### src/rtl/bit_engine_pkg.sv
package bit_engine_pkg;

  typedef enum logic [4:0] {
    OP_CY_CLR     = 5'd0,
    OP_CY_SET     = 5'd1,
    OP_CY_INV     = 5'd2,
    OP_BIT_CLR    = 5'd3,
    OP_BIT_SET    = 5'd4,
    OP_BIT_INV    = 5'd5,
    OP_LOAD_CY    = 5'd6,
    OP_STORE_CY   = 5'd7,
    OP_AND        = 5'd8,
    OP_AND_NOT    = 5'd9,
    OP_OR         = 5'd10,
    OP_OR_NOT     = 5'd11,
    OP_BR_SET     = 5'd12,
    OP_BR_CLR     = 5'd13,
    OP_BR_SET_CLR = 5'd14,
    OP_BR_CY      = 5'd15,
    OP_BR_NCY     = 5'd16
  } bitOp_e;

  typedef struct packed {
    logic capture;
    logic fire;
    logic readByte;
    logic writeBit;
    logic writeIfSet;
    logic writeCarry;
  } ctrlStrobes_t;

  function automatic logic opIsLong(input logic [4:0] op);
    case (bitOp_e'(op))
      OP_STORE_CY, OP_AND, OP_AND_NOT, OP_OR, OP_OR_NOT,
      OP_BR_SET, OP_BR_CLR, OP_BR_SET_CLR, OP_BR_CY, OP_BR_NCY: opIsLong = 1'b1;
      default: opIsLong = 1'b0;
    endcase
  endfunction

  function automatic logic opReadsByte(input logic [4:0] op);
    case (bitOp_e'(op))
      OP_BIT_CLR, OP_BIT_SET, OP_BIT_INV, OP_LOAD_CY, OP_STORE_CY,
      OP_AND, OP_AND_NOT, OP_OR, OP_OR_NOT,
      OP_BR_SET, OP_BR_CLR, OP_BR_SET_CLR: opReadsByte = 1'b1;
      default: opReadsByte = 1'b0;
    endcase
  endfunction

  function automatic logic opWritesBit(input logic [4:0] op);
    case (bitOp_e'(op))
      OP_BIT_CLR, OP_BIT_SET, OP_BIT_INV, OP_STORE_CY: opWritesBit = 1'b1;
      default: opWritesBit = 1'b0;
    endcase
  endfunction

  function automatic logic opWritesCarry(input logic [4:0] op);
    case (bitOp_e'(op))
      OP_CY_CLR, OP_CY_SET, OP_CY_INV, OP_LOAD_CY,
      OP_AND, OP_AND_NOT, OP_OR, OP_OR_NOT: opWritesCarry = 1'b1;
      default: opWritesCarry = 1'b0;
    endcase
  endfunction

endpackage

### src/rtl/bit_engine_map.sv
module bit_engine_map #(
  parameter int ADDR_W = 8,
  parameter int DATA_W = 8,
  parameter int IDX_W = $clog2(DATA_W),
  parameter logic [ADDR_W-1:0] RAM_BASE = 'h20,
  parameter logic [ADDR_W-1:0] FLAG_ADDR = 'hD0
) (
  input  logic [ADDR_W-1:0] bitAddr,
  output logic [ADDR_W-1:0] byteAddr,
  output logic [IDX_W-1:0]  bitIdx,
  output logic              isFlagByte
);
  localparam int OFS_W = ADDR_W - 1 - IDX_W;

  logic [OFS_W-1:0]  ramOffset;
  logic [ADDR_W-1:0] ramByte;
  logic [ADDR_W-1:0] sfrByte;

  // lower half: a packed window of bit-addressable RAM bytes
  assign ramOffset = bitAddr[ADDR_W-2:IDX_W];
  assign ramByte   = RAM_BASE + ADDR_W'(ramOffset);
  // upper half: every register on an aligned byte boundary
  assign sfrByte   = {bitAddr[ADDR_W-1:IDX_W], {IDX_W{1'b0}}};

  assign byteAddr   = bitAddr[ADDR_W-1] ? sfrByte : ramByte;
  assign bitIdx     = bitAddr[IDX_W-1:0];
  assign isFlagByte = (byteAddr == FLAG_ADDR);
endmodule

### src/rtl/bit_engine_ctrl.sv
module bit_engine_ctrl
  import bit_engine_pkg::*;
(
  input  logic         clk,
  input  logic         rstN,
  input  logic         opValid,
  input  logic [4:0]   opCode,
  output logic         opReady,
  output logic [4:0]   curOp,
  output ctrlStrobes_t strobes
);
  typedef enum logic [1:0] {ST_IDLE, ST_HOLD, ST_FIRE} state_e;

  state_e     stateQ, stateD;
  logic [4:0] opQ;
  logic       accept;

  assign accept  = opValid && (stateQ == ST_IDLE);
  assign opReady = (stateQ == ST_IDLE);

  always_comb begin
    stateD = stateQ;
    case (stateQ)
      ST_IDLE: if (accept) stateD = opIsLong(opCode) ? ST_HOLD : ST_FIRE;
      ST_HOLD: stateD = ST_FIRE;
      ST_FIRE: stateD = ST_IDLE;
      default: stateD = ST_IDLE;
    endcase
  end

  always_ff @(posedge clk) begin
    if (!rstN) begin
      stateQ <= ST_IDLE;
      opQ    <= '0;
    end else begin
      stateQ <= stateD;
      if (accept) opQ <= opCode;
    end
  end

  logic firing;
  assign firing = (stateQ == ST_FIRE);

  assign curOp              = opQ;
  assign strobes.capture    = accept;
  assign strobes.fire       = firing;
  assign strobes.readByte   = firing && opReadsByte(opQ);
  assign strobes.writeBit   = firing && opWritesBit(opQ);
  assign strobes.writeIfSet = firing && (opQ == OP_BR_SET_CLR);
  assign strobes.writeCarry = firing && opWritesCarry(opQ);
endmodule

### src/rtl/bit_engine_dp.sv
module bit_engine_dp
  import bit_engine_pkg::*;
#(
  parameter int ADDR_W = 8,
  parameter int DATA_W = 8,
  parameter int IDX_W = $clog2(DATA_W),
  parameter logic [ADDR_W-1:0] RAM_BASE = 'h20,
  parameter logic [ADDR_W-1:0] FLAG_ADDR = 'hD0
) (
  input  logic              clk,
  input  logic              rstN,
  input  ctrlStrobes_t      strobes,
  input  logic [4:0]        curOp,
  input  logic [ADDR_W-1:0] bitAddr,
  input  logic [DATA_W-1:0] memRdData,
  output logic              memRdEn,
  output logic [ADDR_W-1:0] memAddr,
  output logic              memWrEn,
  output logic [DATA_W-1:0] memWrData,
  output logic              taken,
  output logic [DATA_W-1:0] flags
);
  localparam int CY_POS = DATA_W - 1;

  logic [ADDR_W-1:0] addrQ;
  logic [DATA_W-1:0] flagsQ;
  logic [ADDR_W-1:0] byteAddr;
  logic [IDX_W-1:0]  bitIdx;
  logic              isFlagByte;

  always_ff @(posedge clk) begin
    if (!rstN) addrQ <= '0;
    else if (strobes.capture) addrQ <= bitAddr;
  end

  bit_engine_map #(
    .ADDR_W(ADDR_W), .DATA_W(DATA_W), .IDX_W(IDX_W),
    .RAM_BASE(RAM_BASE), .FLAG_ADDR(FLAG_ADDR)
  ) u_map (
    .bitAddr(addrQ),
    .byteAddr(byteAddr),
    .bitIdx(bitIdx),
    .isFlagByte(isFlagByte)
  );

  logic [DATA_W-1:0] srcByte;
  logic              bitVal;
  logic              cyVal;

  assign srcByte = isFlagByte ? flagsQ : memRdData;
  assign bitVal  = srcByte[bitIdx];
  assign cyVal   = flagsQ[CY_POS];

  logic newBit;
  logic newCarry;
  logic branchHit;

  always_comb begin
    newBit    = 1'b0;
    newCarry  = cyVal;
    branchHit = 1'b0;
    case (bitOp_e'(curOp))
      OP_CY_CLR:     newCarry = 1'b0;
      OP_CY_SET:     newCarry = 1'b1;
      OP_CY_INV:     newCarry = ~cyVal;
      OP_BIT_CLR:    newBit = 1'b0;
      OP_BIT_SET:    newBit = 1'b1;
      OP_BIT_INV:    newBit = ~bitVal;
      OP_LOAD_CY:    newCarry = bitVal;
      OP_STORE_CY:   newBit = cyVal;
      OP_AND:        newCarry = cyVal & bitVal;
      OP_AND_NOT:    newCarry = cyVal & ~bitVal;
      OP_OR:         newCarry = cyVal | bitVal;
      OP_OR_NOT:     newCarry = cyVal | ~bitVal;
      OP_BR_SET:     branchHit = bitVal;
      OP_BR_CLR:     branchHit = ~bitVal;
      OP_BR_SET_CLR: begin
        branchHit = bitVal;
        newBit    = 1'b0;
      end
      OP_BR_CY:      branchHit = cyVal;
      OP_BR_NCY:     branchHit = ~cyVal;
      default: begin
        newBit    = 1'b0;
        newCarry  = cyVal;
        branchHit = 1'b0;
      end
    endcase
  end

  // read-modify-write: only the indexed lane takes the new value
  logic [DATA_W-1:0] modByte;
  for (genvar i = 0; i < DATA_W; i++) begin : g_lane
    assign modByte[i] = (bitIdx == IDX_W'(i)) ? newBit : srcByte[i];
  end

  logic doWrite;
  assign doWrite = strobes.writeBit || (strobes.writeIfSet && bitVal);

  assign memAddr   = byteAddr;
  assign memRdEn   = strobes.readByte && !isFlagByte;
  assign memWrEn   = doWrite && !isFlagByte;
  assign memWrData = modByte;
  assign taken     = strobes.fire && branchHit;

  always_ff @(posedge clk) begin
    if (!rstN) begin
      flagsQ <= '0;
    end else if (doWrite && isFlagByte) begin
      flagsQ <= modByte;
    end else if (strobes.writeCarry) begin
      flagsQ[CY_POS] <= newCarry;
    end
  end

  assign flags = flagsQ;
endmodule

### src/rtl/bit_engine.sv
module bit_engine
  import bit_engine_pkg::*;
#(
  parameter int ADDR_W = 8,
  parameter int DATA_W = 8,
  parameter logic [ADDR_W-1:0] RAM_BASE = 'h20,
  parameter logic [ADDR_W-1:0] FLAG_ADDR = 'hD0
) (
  input  logic              clk,
  input  logic              rstN,
  input  logic              opValid,
  input  logic [4:0]        opCode,
  input  logic [ADDR_W-1:0] bitAddr,
  output logic              opReady,
  output logic              memRdEn,
  output logic [ADDR_W-1:0] memAddr,
  input  logic [DATA_W-1:0] memRdData,
  output logic              memWrEn,
  output logic [DATA_W-1:0] memWrData,
  output logic              done,
  output logic              taken,
  output logic              carry,
  output logic [DATA_W-1:0] flags
);
  localparam int IDX_W  = $clog2(DATA_W);
  localparam int CY_POS = DATA_W - 1;

  ctrlStrobes_t strobes;
  logic [4:0]   curOp;

  bit_engine_ctrl u_ctrl (
    .clk(clk),
    .rstN(rstN),
    .opValid(opValid),
    .opCode(opCode),
    .opReady(opReady),
    .curOp(curOp),
    .strobes(strobes)
  );

  bit_engine_dp #(
    .ADDR_W(ADDR_W), .DATA_W(DATA_W), .IDX_W(IDX_W),
    .RAM_BASE(RAM_BASE), .FLAG_ADDR(FLAG_ADDR)
  ) u_dp (
    .clk(clk),
    .rstN(rstN),
    .strobes(strobes),
    .curOp(curOp),
    .bitAddr(bitAddr),
    .memRdData(memRdData),
    .memRdEn(memRdEn),
    .memAddr(memAddr),
    .memWrEn(memWrEn),
    .memWrData(memWrData),
    .taken(taken),
    .flags(flags)
  );

  assign done  = strobes.fire;
  assign carry = flags[CY_POS];
endmodule

### config.mk
export PLATFORM = sky130hd
export DESIGN_NAME = bit_engine
export DESIGN_NICKNAME = d
export VERILOG_FILES = /design/src/rtl/bit_engine_pkg.sv /design/src/rtl/bit_engine_map.sv /design/src/rtl/bit_engine_ctrl.sv /design/src/rtl/bit_engine_dp.sv /design/src/rtl/bit_engine.sv
export SDC_FILE = /design/constraint.sdc
export NUM_CORES = 1
export LEC_CHECK = 0
export BUFFER_PORTS_ARGS = -buffer_cell sky130_fd_sc_hd__clkbuf_2
export CORE_MARGIN = 5
export CORE_UTILIZATION = 50
export CTS_CLUSTER_SIZE = 8
export DETAILED_ROUTE_END_ITERATION = 16
export GPL_ROUTABILITY_DRIVEN = 0
export MAX_ROUTING_LAYER = met4
export PLACE_DENSITY_LB_ADDON = 0.1
export SYNTH_ARGS = -nofsm -noshare
export SYNTH_HDL_FRONTEND = slang
export SYNTH_SLANG_ARGS = --single-unit
export TNS_END_PERCENT = 1
### constraint.sdc
create_clock -name clk -period 2.75 [get_ports clk]
set_clock_uncertainty 0.15 [all_clocks]
set_input_delay 0.4125 -clock clk [delete_from_list [all_inputs] [get_ports clk]]
set_output_delay 0.4125 -clock clk [all_outputs]
set_load 0.05 [all_outputs]
After elaboration in Yosys (flattened, before gate mapping)
Memories as Yosys holds them, arrays and structs flattened. A register that Yosys moved wholly into a read port is not among the register bits.
Cells that the tools add are included.
Widths: inputs -> output; s select.

storage, ports and cells
  logic and storage cells = 92
  input bits = 24
  flip-flop bits (word level) = 23
  memory bits (read-only) = 64
  output and inout port bits = 30
  memories kept = 3

operators by class
  magnitude comparators = 1
  $add $sub $neg = 1
  reductions and logical operators = 20
  equality and inequality tests = 27
  mux-type cells = 29
  bitwise operators = 6

memory list
  name              depth  bits a word  read ports  clocked after memory_dff  write ports  line                  RTL
  (name not given)  32     1            1           0                         0            bit_engine_pkg.sv:33  case (bitOp_e'(op))
  (name not given)  16     1            1           1                         0            bit_engine_pkg.sv:57  case (bitOp_e'(op))
  (name not given)  16     1            1           1                         0            bit_engine_pkg.sv:41  case (bitOp_e'(op))

operators with widths
  cell                 number
  $eq 5x4->1 const B   8
  $eq 5x3->1 const B   4
  $mux 1               16
  $mux 4               4
  $mux 8               2
  $eq 3x3->1 const B   4
  $eq 5x2->1 const B   2
  $logic_and 1x1->1    10
  $reduce_bool 9->1    1
  $eq 8x8->1 const B   1
  $pmux 1 s8           1
  $add 6x4->7 const A  1
  $eq 3x2->1 const B   2
  $eq 5x1->1 const B   1
  $eq 5x5->1 const B   1
  $logic_not 5->1      1
  $lt 3x4->1 const B   1
  $mux 2               2
  $pmux 1 s4           1
  $pmux 2 s2           1
  $reduce_or 4->1      1
  $bmux 1 s3           1
  $eq 3x1->1 const B   1
  $logic_not 3->1      1
  13 further kinds     16

Logic depth before layout (Yosys ltp)
  depth after elaboration = 11
  gate-level depth with buffers = 11
  gate-level depth less buffers = 7

Hierarchy
A second synthesis with hierarchy kept.

second synthesis, totals
  cell total of the unflattened synthesis = 227
  area, all modules = 1939.4 µm²

by module, submodules not included
  module           cells each  area an instance (µm²)  seq. area each (µm²)  instances
  bit_engine_dp    159         1326.3                  320.3                 1
  bit_engine_ctrl  54          500.5                   180.2                 1
  bit_engine_map   13          105.1                   0.0                   1
  bit_engine       1           7.5                     0.0                   1

Worst setup path after synthesis
OpenSTA, ideal clock, no wires.

  path type = register to output
  start point = register u_dp.addrQ[7]
  end point = output port taken
  required time = 2.188 ns
  arrival time = 2.639 ns
  slack = -0.452 ns
  path buffers = 3
  stages on the path, launching flop included = 11
  path through = dfxtp_1 -> buf_6 -> and4b_1 -> buf_6 -> nand2_4 -> buf_6 -> o211a_4 -> a32oi_2 -> a211oi_1 -> a2111o_1 -> a21oi_1

between the ends
  longest elaborated chain between the ends = 8

ends and longest elaborated chain
  item                            line                  RTL
  start: declaration              bit_engine_dp.sv:25   logic [ADDR_W-1:0] addrQ;
  start signal: assignment        bit_engine_dp.sv:33   else if (strobes.capture) addrQ <= bitAddr;
  $mux 8 *                        bit_engine_map.sv:25  assign byteAddr = bitAddr[ADDR_W-1] ? sfrByte : ramByte;
  $eq 8x8->1 *                    bit_engine_map.sv:27  assign isFlagByte = (byteAddr == FLAG_ADDR);
  $mux 8 *                        bit_engine_dp.sv:50   assign srcByte = isFlagByte ? flagsQ : memRdData;
  $bmux 1 s3 *                    bit_engine_dp.sv:51   assign bitVal = srcByte[bitIdx];
  $mux 1 (not written as such) *  bit_engine_dp.sv:51
  $not 1->1                       bit_engine_dp.sv:76   OP_BR_CLR: branchHit = ~bitVal;
  $pmux 1 s4 *                    bit_engine_dp.sv:62   case (bitOp_e'(curOp))
  $logic_and 1x1->1 *             bit_engine_dp.sv:104  assign taken = strobes.fire && branchHit;
  end: declaration                bit_engine.sv:21      output logic taken,

Every way passes the cells marked *; elsewhere a longest branch is shown, timed or not. The select of a mux whose other input is x is not followed.

Worst setup path in the final report
  start point = register u_dp.addrQ[1]
  end point = output port taken

between the ends
  longest elaborated chain between the ends = 5

ends and longest elaborated chain
  item                            line
  $bmux 1 s3 *                    bit_engine_dp.sv:51
  $mux 1 (not written as such) *  bit_engine_dp.sv:51
  $not 1->1                       bit_engine_dp.sv:76
  $pmux 1 s4 *                    bit_engine_dp.sv:62
  $logic_and 1x1->1 *             bit_engine_dp.sv:104

Marked as above.

==> flow_summary.json <==
{
  "status": "finished, violations left",
  "violations": "setup timing",
  "drt-total-wl_um": 5260,
  "min_period_ns": 2.99,
  "arrival_ns": 2.43,
  "cts_sinks": 25,
  "die_h_um": 69.8,
  "max_cap_viol_count": 0,
  "yosys_warnings": 0,
  "fin_tns_setup_ns": -0.701,
  "switching_share_pct": 38.3,
  "grt_max_degree": 16,
  "layout_commonest_cell": "clkbuf_2",
  "crit_chain": "or2_2 -> o22a_2 -> o211a_4 -> a32oi_4 -> a211oi_2 -> a2111o_1 -> a21oi_4 -> buf_12",
  "clockBufferDepth": 2,
  "power.density_mw_per_mm2": 377,
  "port_buffers": 53,
  "cp-startpoint": "u_dp.addrQ[1]$_SDFFE_PN0P_",
  "syn_nets": 269,
  "placed_area_mm2": 0.00224,
  "p_leak_nw": 1.05,
  "die_area_mm2": 0.00488,
  "pin_count": 54,
  "rr_endpoint": "u_dp.flags[3]$_SDFFE_PN0P_",
  "multi_input_area_mm2": 0.00128,
  "irDropWorstVdd_v": 0.000253,
  "clock_power_share_pct": 18.8,
  "critPathCapture": "taken",
  "core_area_mm2": 0.00339,
  "ant_nets": 0,
  "combPwrFrac_pct": 38.4,
  "cts_buffers": 3,
  "syn_area_mm2": 0.00179,
  "postCtsHoldBufs": 0,
  "grt_pass1_wl_um": 8780,
  "setup-violations-final": 10,
  "synth-seq-cells": 25,
  "drv_slew": 0,
  "hold_start": "bitAddr[0]",
  "synthArstFlopShare_pct": 0,
  "crit_family": "compound AO/OA/AOI/OAI gates",
  "start_kind": "flip-flop",
  "area_growth_pct": 38.7,
  "insertion_delay_ns": 0.32,
  "cpPeakStageDelay_ns": 0.39,
  "synth.distinct_cells": 55,
  "h-tree-depth": 1,
  "grt_usage_pct": 21.9,
  "n_fill_cell": 270,
  "grt_overflow": 0,
  "cp.buffers_inverters": 1,
  "vias": 2026,
  "clock-root-buffer": "clkbuf_4",
  "start_util_pct": 52.8,
  "r2r_slack_ns": 0.29,
  "crit_required_ns": 2.19,
  "slew_headroom_pct": 68.6,
  "final_cell_mix": "clkbuf_2 (43), nand2_1 (41), buf_4 (32)",
  "grt_pass1_vias": 1895,
  "via_per_inst": 5.68,
  "synth_cells": 245,
  "hpwl_um": 3940,
  "insertedDiodeCount": 0,
  "cts_tree": "yes",
  "utilization_pct": 73.3,
  "finalWorstSetupSlack_ns": -0.238,
  "fmax_mhz": 335,
  "synth_edf_count": 0,
  "nets": 336,
  "drtIter0Drc": 140,
  "die_x_um": 69.8,
  "crit_cells": 8,
  "finalHoldViolations": 0,
  "avgSynthCellArea_um2": 7.31,
  "finalInstanceArea_mm2": 0.00248,
  "antenna_found_initial": 0,
  "worstMarginPinSlew_ns": 0.470,
  "dpl_worst_slack_ns": -0.0817,
  "clk_pin_slew_ns": 0.15,
  "rsz0062_at_grt": "true",
  "reg2reg_from": "u_dp.addrQ[1]$_SDFFE_PN0P_",
  "first_pass_iters": 4,
  "register_area_um2": 509,
  "ys_dominant_reg_cell": "dfxtp_1",
  "path_max_fanout": 5,
  "whs_ns": 0.131,
  "timing.final.crit_share_pct": 109,
  "p_int_mw": 0.578,
  "ys_seq_area_share_pct": 28.0,
  "drc": 0,
  "crit_type": "flip-flop to output port",
  "rows": 21,
  "hp-class": "primary input to flip-flop",
  "r2r.worst_path.cells": 8,
  "power.switching_mw": 0.358,
  "worstSetupEndpointType": "output port",
  "drive_gt1_share_pct": 40.8,
  "wire_per_inst_um": 14.7,
  "pwr-share-seq_pct": 42.8,
  "critPathSlowestCell": "dfxtp_4"
}
-- per-stage QoR --
step / power, mW / instances
floorplan: 0.625 / 245
global placement: 0.715 / 350
detailed placement: 0.719 / 350
CTS: 0.925 / 356
global route: 0.983 / 357
finish: 0.936 / 357
-- metal layers --
layer  global-route usage (%)  up-vias  part of all wire, %
li1                         -     1009                    -
met1                     28.6      936                   47
met2                     35.6       73                   47
met3                     2.61        8                  5.0
met4                     6.38        0                 0.97
met5                        -        -                    0
-- flip-flops by register name (all words and copies together), names as in the netlist, named ones only --
name and cells:
u_dp.addrQ 8, u_dp.flags 8, u_ctrl.curOp 5, u_ctrl.stateQ 2
-- power by group through the flow --
stage	Clock [mW]	Sequential, mW	Combinational, mW
after floorplan	0	0.400	0.224
after global placement	0	0.406	0.309
after detailed placement	0	0.406	0.312
after CTS	0.177	0.399	0.348
after global routing	0.194	0.403	0.386
final	0.176	0.400	0.360
-- cells in the mapped netlist (3+ instances only) --
cell | n | area share (%)
nand3_1 | 7 | 2.0
o22ai_1 | 4 | 1.4
a22oi_1 | 4 | 1.7
a21oi_1 | 26 | 7.3
a211oi_1 | 3 | 1.3
mux2i_1 | 3 | 1.7
mux2_2 | 4 | 2.5
clkbuf_1 | 12 | 2.5
nand2b_1 | 4 | 1.4
o21ai_0 | 10 | 2.8
a21oi_2 | 4 | 2.0
nor2_1 | 25 | 5.2
a31o_1 | 4 | 2.0
a31oi_1 | 4 | 1.4
a21boi_0 | 3 | 1.3
nand2_1 | 41 | 8.6
inv_1 | 7 | 1.5
dfxtp_1 | 25 | 28
nor3_1 | 5 | 1.4
buf_6 | 5 | 3.1
-- cells by family after synthesis --
logic type,synth area share (%)
mux,4.19
compound gates,30.9
buf+inv,8.53
flops,28.0
simple gates,28.4
-- final cells by class --
| type | count | area share, % |
|---|---|---|
| clock inverters | 1 | 0.302 |
| inverters | 7 | 1.06 |
| clock buffers | 3 | 0.907 |
| flip-flops and latches | 25 | 20.5 |
| multi-input cells | 192 | 51.4 |
| repair buffers | 83 | 23.5 |
| well taps | 46 | 2.32 |
-- how the worst min path moves through the flow --
| stage | endpoint | slack [ns] | cells past startpoint |
|---|---|---|---|
| 2_1_floorplan | u_ctrl.stateQ[1]$_SDFFE_PN0P_ | 0.27 | 1 |
| 3_3_place_gp | u_ctrl.stateQ[1]$_SDFFE_PN0P_ | 0.30 | 1 |
| 3_5_place_dp | u_ctrl.stateQ[1]$_SDFFE_PN0P_ | 0.30 | 1 |
| 4_1_cts | u_dp.addrQ[1]$_SDFFE_PN0P_ | 0.13 | 3 |
| 5_1_grt | u_dp.addrQ[6]$_SDFFE_PN0P_ | 0.13 | 3 |
| 6_report | u_dp.addrQ[0]$_SDFFE_PN0P_ | 0.13 | 3 |
-- repair_timing --
item	in CTS	in global routing
pin swaps	9	4
endpoints found under the setup margin	10	10
resized for setup	41	12
buffers inserted	2	1
-- worst register-to-register path: stages (launching register included) --
cell and delay (ns):
dfxtp_4 0.39, or2_2 0.29, o22a_2 0.23, o211a_4 0.24, buf_4 0.14, and3_4 0.16
or3_1 0.52, a21oi_2 0.19, a31o_1 0.10
(Power assumes the default switching activity.)
